--- config.mk ---
export PLATFORM = sky130hd
export DESIGN_NAME = texel_cache
export DESIGN_NICKNAME = d
export VERILOG_FILES = /design/src/rtl/texc_pkg.sv /design/src/rtl/texc_fifo.sv /design/src/rtl/texc_tags.sv /design/src/rtl/texc_rob.sv /design/src/rtl/texel_cache.sv
export SDC_FILE = /design/constraint.sdc
export NUM_CORES = 2
export LEC_CHECK = 0
export BUFFER_PORTS_ARGS = -buffer_cell sky130_fd_sc_hd__buf_2
export CAP_MARGIN = 20
export CORE_UTILIZATION = 45
export DETAILED_ROUTE_END_ITERATION = 6
export GPL_ROUTABILITY_DRIVEN = 0
export PLACE_DENSITY = 0.65
export SYNTH_ARGS = -nofsm -noshare
export SYNTH_HDL_FRONTEND = slang
export SYNTH_SLANG_ARGS = --single-unit
--- constraint.sdc ---
create_clock -name clk -period 11.1 [get_ports clk]
set_input_delay 0 -clock clk [delete_from_list [all_inputs] [get_ports clk]]
set_output_delay 0 -clock clk [all_outputs]
set_load 0.01 [all_outputs]
--- src/rtl/texc_pkg.sv ---
package texc_pkg;

   typedef enum logic {
      LK_HIT  = 1'b0,
      LK_MISS = 1'b1
   } lookup_kind_e;

   function automatic int ptr_w(input int depth);
      return (depth < 2) ? 1 : $clog2(depth);
   endfunction

endpackage

--- src/rtl/texc_fifo.sv ---
module texc_fifo #(
   parameter int WIDTH = 8,
   parameter int DEPTH = 4
) (
   input  logic             clk,
   input  logic             rst_n,
   input  logic             push,
   input  logic [WIDTH-1:0] wdata,
   input  logic             pop,
   output logic [WIDTH-1:0] rdata,
   output logic             empty,
   output logic             full
);
   localparam int PW = texc_pkg::ptr_w(DEPTH);
   localparam int CW = PW + 1;

   if (DEPTH < 2 || (DEPTH & (DEPTH - 1)) != 0) begin : g_bad_depth
      $error("texc_fifo: DEPTH must be a power of two of at least 2");
   end

   logic [WIDTH-1:0] store_q [DEPTH];
   logic [PW-1:0]    wr_q, rd_q;
   logic [CW-1:0]    cnt_q;

   assign rdata = store_q[rd_q];
   assign empty = (cnt_q == '0);
   assign full  = (cnt_q == CW'(DEPTH));

   always_ff @(posedge clk) begin
      if (push) store_q[wr_q] <= wdata;
   end

   always_ff @(posedge clk or negedge rst_n) begin
      if (!rst_n) begin
         wr_q  <= '0;
         rd_q  <= '0;
         cnt_q <= '0;
      end else begin
         if (push) wr_q <= wr_q + 1'b1;
         if (pop)  rd_q <= rd_q + 1'b1;
         cnt_q <= cnt_q + CW'(push) - CW'(pop);
      end
   end
endmodule

--- src/rtl/texc_tags.sv ---
module texc_tags #(
   parameter int ADDR_W = 16,
   parameter int LINES  = 64,
   localparam int IDX_W = $clog2(LINES),
   localparam int TAG_W = ADDR_W - IDX_W
) (
   input  logic              clk,
   input  logic              rst_n,
   input  logic [ADDR_W-1:0] lk_addr,
   input  logic              commit,
   output logic              hit,
   output logic [IDX_W-1:0]  idx
);
   if (LINES < 2 || (LINES & (LINES - 1)) != 0) begin : g_bad_lines
      $error("texc_tags: LINES must be a power of two");
   end
   if (TAG_W < 1) begin : g_bad_addr
      $error("texc_tags: ADDR_W must exceed the index width");
   end

   logic [TAG_W-1:0] tag_q [LINES];
   logic [LINES-1:0] vld_q;
   logic [TAG_W-1:0] lk_tag;

   assign idx    = lk_addr[IDX_W-1:0];
   assign lk_tag = lk_addr[ADDR_W-1:IDX_W];
   assign hit    = vld_q[idx] && (tag_q[idx] == lk_tag);

   always_ff @(posedge clk) begin
      if (commit) tag_q[idx] <= lk_tag;
   end

   always_ff @(posedge clk or negedge rst_n) begin
      if (!rst_n)      vld_q      <= '0;
      else if (commit) vld_q[idx] <= 1'b1;
   end
endmodule

--- src/rtl/texc_rob.sv ---
module texc_rob #(
   parameter int DATA_W = 32,
   parameter int LINE_W = 6,
   parameter int DEPTH  = 8,
   localparam int ID_W  = texc_pkg::ptr_w(DEPTH)
) (
   input  logic              clk,
   input  logic              rst_n,
   input  logic              alloc,
   input  logic [LINE_W-1:0] alloc_line,
   output logic [ID_W-1:0]   alloc_id,
   output logic              full,
   input  logic              rsp_valid,
   input  logic [ID_W-1:0]   rsp_id,
   input  logic [DATA_W-1:0] rsp_data,
   output logic              head_valid,
   output logic [DATA_W-1:0] head_data,
   output logic [LINE_W-1:0] head_line,
   input  logic              pop
);
   localparam int CW = ID_W + 1;

   if (DEPTH < 2 || (DEPTH & (DEPTH - 1)) != 0) begin : g_bad_depth
      $error("texc_rob: DEPTH must be a power of two of at least 2");
   end

   logic [DATA_W-1:0] data_q [DEPTH];
   logic [LINE_W-1:0] line_q [DEPTH];
   logic [DEPTH-1:0]  filled_q;
   logic [ID_W-1:0]   head_q, tail_q;
   logic [CW-1:0]     cnt_q;

   assign alloc_id   = tail_q;
   assign full       = (cnt_q == CW'(DEPTH));
   assign head_valid = (cnt_q != '0) && filled_q[head_q];
   assign head_data  = data_q[head_q];
   assign head_line  = line_q[head_q];

   always_ff @(posedge clk) begin
      if (alloc)     line_q[tail_q] <= alloc_line;
      if (rsp_valid) data_q[rsp_id] <= rsp_data;
   end

   always_ff @(posedge clk or negedge rst_n) begin
      if (!rst_n) begin
         filled_q <= '0;
         head_q   <= '0;
         tail_q   <= '0;
         cnt_q    <= '0;
      end else begin
         for (int s = 0; s < DEPTH; s++) begin
            if (rsp_valid && rsp_id == ID_W'(s))   filled_q[s] <= 1'b1;
            else if (pop && head_q == ID_W'(s))    filled_q[s] <= 1'b0;
         end
         if (alloc) tail_q <= tail_q + 1'b1;
         if (pop)   head_q <= head_q + 1'b1;
         cnt_q <= cnt_q + CW'(alloc) - CW'(pop);
      end
   end
endmodule

--- src/rtl/texel_cache.sv ---
module texel_cache
   import texc_pkg::*;
#(
   parameter int ADDR_W     = 16,
   parameter int DATA_W     = 32,
   parameter int LINES      = 64,
   parameter int FRAG_DEPTH = 16,
   parameter int MISS_DEPTH = 8,
   parameter int ROB_DEPTH  = 8,
   localparam int ID_W      = ptr_w(ROB_DEPTH)
) (
   input  logic              clk,
   input  logic              rst_n,
   input  logic              req_valid,
   output logic              req_ready,
   input  logic [ADDR_W-1:0] req_addr,
   output logic              mem_req_valid,
   input  logic              mem_req_ready,
   output logic [ADDR_W-1:0] mem_req_addr,
   output logic [ID_W-1:0]   mem_req_id,
   input  logic              mem_rsp_valid,
   input  logic [ID_W-1:0]   mem_rsp_id,
   input  logic [DATA_W-1:0] mem_rsp_data,
   output logic              out_valid,
   input  logic              out_ready,
   output logic [DATA_W-1:0] out_data
);
   localparam int IDX_W = $clog2(LINES);
   localparam int FE_W  = IDX_W + 1;
   localparam int MQ_W  = ADDR_W + ID_W;

   if (DATA_W < 1) begin : g_bad_data
      $error("texel_cache: DATA_W must be positive");
   end

   // lookup stage
   logic             accept, lk_hit, lk_miss;
   logic [IDX_W-1:0] lk_idx;
   logic             frag_full, frag_empty, miss_full, miss_empty, rob_full;

   assign req_ready = !frag_full && !miss_full && !rob_full;
   assign accept    = req_valid && req_ready;
   assign lk_miss   = accept && !lk_hit;

   texc_tags #(.ADDR_W(ADDR_W), .LINES(LINES)) u_tags (
      .clk     (clk),
      .rst_n   (rst_n),
      .lk_addr (req_addr),
      .commit  (lk_miss),
      .hit     (lk_hit),
      .idx     (lk_idx)
   );

   // fill reorder stage
   logic [ID_W-1:0]   rob_id;
   logic              rob_head_valid, rob_pop;
   logic [DATA_W-1:0] rob_head_data;
   logic [IDX_W-1:0]  rob_head_line;

   texc_rob #(.DATA_W(DATA_W), .LINE_W(IDX_W), .DEPTH(ROB_DEPTH)) u_rob (
      .clk        (clk),
      .rst_n      (rst_n),
      .alloc      (lk_miss),
      .alloc_line (lk_idx),
      .alloc_id   (rob_id),
      .full       (rob_full),
      .rsp_valid  (mem_rsp_valid),
      .rsp_id     (mem_rsp_id),
      .rsp_data   (mem_rsp_data),
      .head_valid (rob_head_valid),
      .head_data  (rob_head_data),
      .head_line  (rob_head_line),
      .pop        (rob_pop)
   );

   // miss request queue toward memory
   logic [MQ_W-1:0] mq_head;
   logic            mq_pop;

   assign mem_req_valid = !miss_empty;
   assign mq_pop        = mem_req_valid && mem_req_ready;
   assign mem_req_addr  = mq_head[MQ_W-1:ID_W];
   assign mem_req_id    = mq_head[ID_W-1:0];

   texc_fifo #(.WIDTH(MQ_W), .DEPTH(MISS_DEPTH)) u_missq (
      .clk   (clk),
      .rst_n (rst_n),
      .push  (lk_miss),
      .wdata ({req_addr, rob_id}),
      .pop   (mq_pop),
      .rdata (mq_head),
      .empty (miss_empty),
      .full  (miss_full)
   );

   // fragment queue: every access, in acceptance order
   logic [FE_W-1:0]  frag_head;
   lookup_kind_e     head_kind, lk_kind;
   logic [IDX_W-1:0] head_idx;
   logic             frag_pop;

   assign lk_kind   = lk_hit ? LK_HIT : LK_MISS;
   assign head_kind = lookup_kind_e'(frag_head[FE_W-1]);
   assign head_idx  = frag_head[IDX_W-1:0];

   texc_fifo #(.WIDTH(FE_W), .DEPTH(FRAG_DEPTH)) u_fragq (
      .clk   (clk),
      .rst_n (rst_n),
      .push  (accept),
      .wdata ({lk_kind, lk_idx}),
      .pop   (frag_pop),
      .rdata (frag_head),
      .empty (frag_empty),
      .full  (frag_full)
   );

   // data store: written only when a miss fragment retires
   logic [DATA_W-1:0] line_data_q [LINES];

   assign out_valid = !frag_empty && (head_kind == LK_HIT || rob_head_valid);
   assign out_data  = (head_kind == LK_MISS) ? rob_head_data : line_data_q[head_idx];
   assign frag_pop  = out_valid && out_ready;
   assign rob_pop   = frag_pop && (head_kind == LK_MISS);

   always_ff @(posedge clk) begin
      if (rob_pop) line_data_q[rob_head_line] <= rob_head_data;
   end
endmodule

==> results.toml <==
[status]
status = "completed"

[die]
num_rows = 198
die_x_um = 543.9
dieArea_mm2 = 0.2958
num_io_pins = 111
initial_core_util_pct = 45.32
coreArea_mm2 = 0.2916
chipHeight_um = 543.9

[synthesis]
synth-async-reset-ratio_pct = 3.124
yosys.area.top_type = "edfxtp_1"
synth.area.top_cells = "edfxtp_1 (74%), nand2_1 (5.2%), mux4_2 (3.6%)"
synth_xor_area_share_pct = 0.1922
yosysSeqAreaShare_pct = 75.99
synth-compound-area-share_pct = 5.804
ys_top_cells_by_count = "edfxtp_1 (3256), nand2_1 (1815), nand3_1 (483)"
synthFlopType = "edfxtp_1"
syn_area_mm2 = 0.1321
yosys_register_bits = 3361
synthAdderAreaFrac_pct = 0.3485
synth-simple-area-share_pct = 9.178
syn_area_per_cell_um2 = 15.63
syn-num-nets = 8546
yosys_warnings = 0
ys_types = 87
muxShareOfSynthArea_pct = 6.584
synth.top_cell.area_share_pct = 74.00
synth_most_common_cell = "edfxtp_1"
syn_inst = 8454
synth_top_family_by_area = "simple AND/OR/NAND/NOR gates"
synth_edf_count = 3256

[sta]
post-route-period-util_pct = 62.42
hold_violations = 0
max_freq_ghz = 0.1443
worst_pin_slew_ps = 1430
rsz0062_at_grt = "false"
fin_setup_tns_ps = 0
finalClockSkew_ps = 102.9
fin_crit_ps = 6928
maxSlewHeadroom_pct = 4.688
drv_slew = 0
timing.final.ws_setup_ps = 4172
finalSetupViolations = 0

[power_and_ir_drop]
powerDensity_mw_per_mm2 = 309.5
p_leak_uw = 0.05001
power_uw = 46440
ir_drop_mv = 0.4316

[global_route]
grt_pass1_vias = 76280
grtUsageTotal_pct = 24.64
grt_max_degree = 160
grt.overflow.total = 0
grt_pass1_wl_um = 534300
antenna_found_initial = 18

[critical_path]
r2r-end = "line_data_q[21][30]$_DFFE_PP_"
cp_common_cell = "buf_4"
critPathLaunch = "u_fragq.rd_q[1]$_DFFE_PN0N_"
crit_end = "out_data[0]"
slowest_delay_ps = 830
worst_setup_path_end_kind = "primary output"
critical_path_buf_inv_count = 5
critPathArrivalTime_ps = 6930
path_cells = "buf_4, mux4_2, mux2i_1, mux2_8, buf_4, buf_4, buf_4, nand2_1, a32oi_1, a31oi_1, nor3_1, a22oi_1, nand2_1, buf_2"
critical_path_class = "register to primary output"
slowest_stage = "dfrtp_1"
worstPathMaxFanout = 71
startpoint_type = "register"
r2r_start = "u_rob.head_q[1]$_DFFE_PN0P_"
worstPathRequired_ps = 11100
worstSetupPathDepth = 14
cp_top_family = "buffers and inverters"
regToRegSetupSlack_ps = 5170
reg2reg_depth = 11

[worst_hold_path]
hold_class = "primary input to register"
hold_start = "mem_req_ready"

[routing]
drc = 0
ant_nets = 0
via_count = 78990
dr.pass1.iters = 6
drt_iter0_drc = 10990
avgRoutedWirePerCell_um = 28.80
via_per_inst = 6.135
wl_um = 370800

[finish]
nets = 8778
finalInstanceArea_mm2 = 0.1500
drive_above_1_share_pct = 13.98
n_fill_cell = 23470
syn_to_final_growth_pct = 13.56

[cts]
cts_resized = 0
clockBufferDepth = 4
cts.sinks = 3361
cts_tree = "yes"
cts.clk_slew.worst_paths_ps = 60
cts-root-buf = "clkbuf_16"
clk_latency_ps = 970
h-tree-depth = 5
numCtsBuffers = 341

[place]
dpl-instance-area_mm2 = 0.1383
post-place-ws_ps = 5025
hpwl_um = 205500
port_buffers = 110

[job]
max_cap_violations = 0
power by group:
| part | total, uW | leakage, uW | internal, uW | switching [uW] |
|---|---|---|---|---|
| clock | 11300 | 0.00535 | 6420 | 4900 |
| combinational | 18600 | 0.0140 | 4880 | 13700 |
| sequential | 16500 | 0.0306 | 16200 | 333 |
| total | 46400 | 0.0500 | 27500 | 19000 |
how the worst min path moves through the flow:
stage	slack (ps)	cells past startpoint	to
global route	50	2	u_rob.data_q[0][10]$_DFFE_PP_
finish	40	4	u_missq.rd_q[0]$_DFFE_PN0P_
floorplan	-300	0	u_fragq.cnt_q[0]$_DFF_PN0_
CTS	2	2	u_rob.data_q[0][10]$_DFFE_PP_
detailed placement	70	1	u_missq.wr_q[2]$_DFFE_PN0P_
global placement	70	1	u_missq.wr_q[2]$_DFFE_PN0P_
cell families (layout without fill, tap and decap cells):
kind of cell	Yosys count	count (layout)
XOR/XNOR	29	29
adder cells (fa/ha/maj)	35	35
other	0	8
multiplexers	593	593
AND/OR/NAND/NOR	2812	2812
AO/OA/AOI/OAI	1042	1042
flip-flops	3361	3361
buffers and inverters	582	1095
worst min-delay path, stage by stage:
cell and delay [ps]:
dlygate4sd3_1 530, buf_2 120, nand2_1 160, xnor2_1 80
per-stage QoR:
step / utilization (%) / hold WS [ps] / cells
2_1_floorplan: - / -295.6 / 8454
3_3_place_gp: 47.28 / 66.66 / 12140
3_5_place_dp: 47.41 / 69.51 / 12160
4_1_cts: 51.44 / 1.719 / 12860
5_1_grt: 51.45 / 53.54 / 12870
6_report: 51.46 / 40.77 / 12880
layout by cell type, fill, tap and decap left out, drive strengths merged, types with 12 or more instances in the layout:
cell type / count
bufinv: 28
a211oi: 38
edfxtp: 3256
nand4: 40
and2: 39
nor2: 164
o22ai: 39
a311oi: 52
nor3: 35
and3: 124
o221ai: 15
mux2: 69
o311ai: 22
clkinv: 158
or3: 15
a221o: 18
a31o: 65
a22o: 12
inv: 55
a22oi: 75
nor4: 32
o21ai: 42
nand3: 483
a31oi: 136
dfrtp: 105
buf: 348
o31ai: 14
nand2: 1815
clkbuf: 425
xnor2: 19
a21oi: 206
a21o: 16
ha: 32
mux2i: 310
a32oi: 145
dlygate4sd3: 76
a221oi: 60
mux4: 214
metal layers:
metal	share of wire (%)	GRT usage, %
met1	39	34.54
met2	46	38.43
met3	11	5.249
met4	3.3	8.065
met5	0.017	0
layout make-up:
type	instances	area, um2	share of cell area (%)
Timing Repair Buffer	425	3575	2.382
Inverter	46	172.7	0.1151
Multi-Input combinational cell	4511	30050	20.03
Tap cell	3900	4880	3.252
Antenna cell	8	20.02	0.01334
Clock buffer	424	8939	5.957
Clock inverter	200	2003	1.335
Sequential cell	3361	100400	66.92
state kept, by name, summed over array words and instances, names as in the netlist:
register and cells:
u_missq.rd_q 3, u_rob.head_q 3, u_fragq.rd_q 4, u_rob.cnt_q 4, line_data_q 2048, u_missq.store_q 152
u_missq.cnt_q 4, u_fragq.store_q 112, u_tags.vld_q 64, u_rob.line_q 48, u_rob.data_q 256, u_fragq.cnt_q 5
u_tags.tag_q 640, u_rob.alloc_id 3, u_fragq.wr_q 4, u_missq.wr_q 3, u_rob.filled_q 8
repair_timing:
action / 4_1_cts / 5_1_grt
hold buffers: 77 / 0
hold endpoints to repair: 1261 / 0
buffers inserted: 0 / 0
Power figures use the tool's default switching activity.
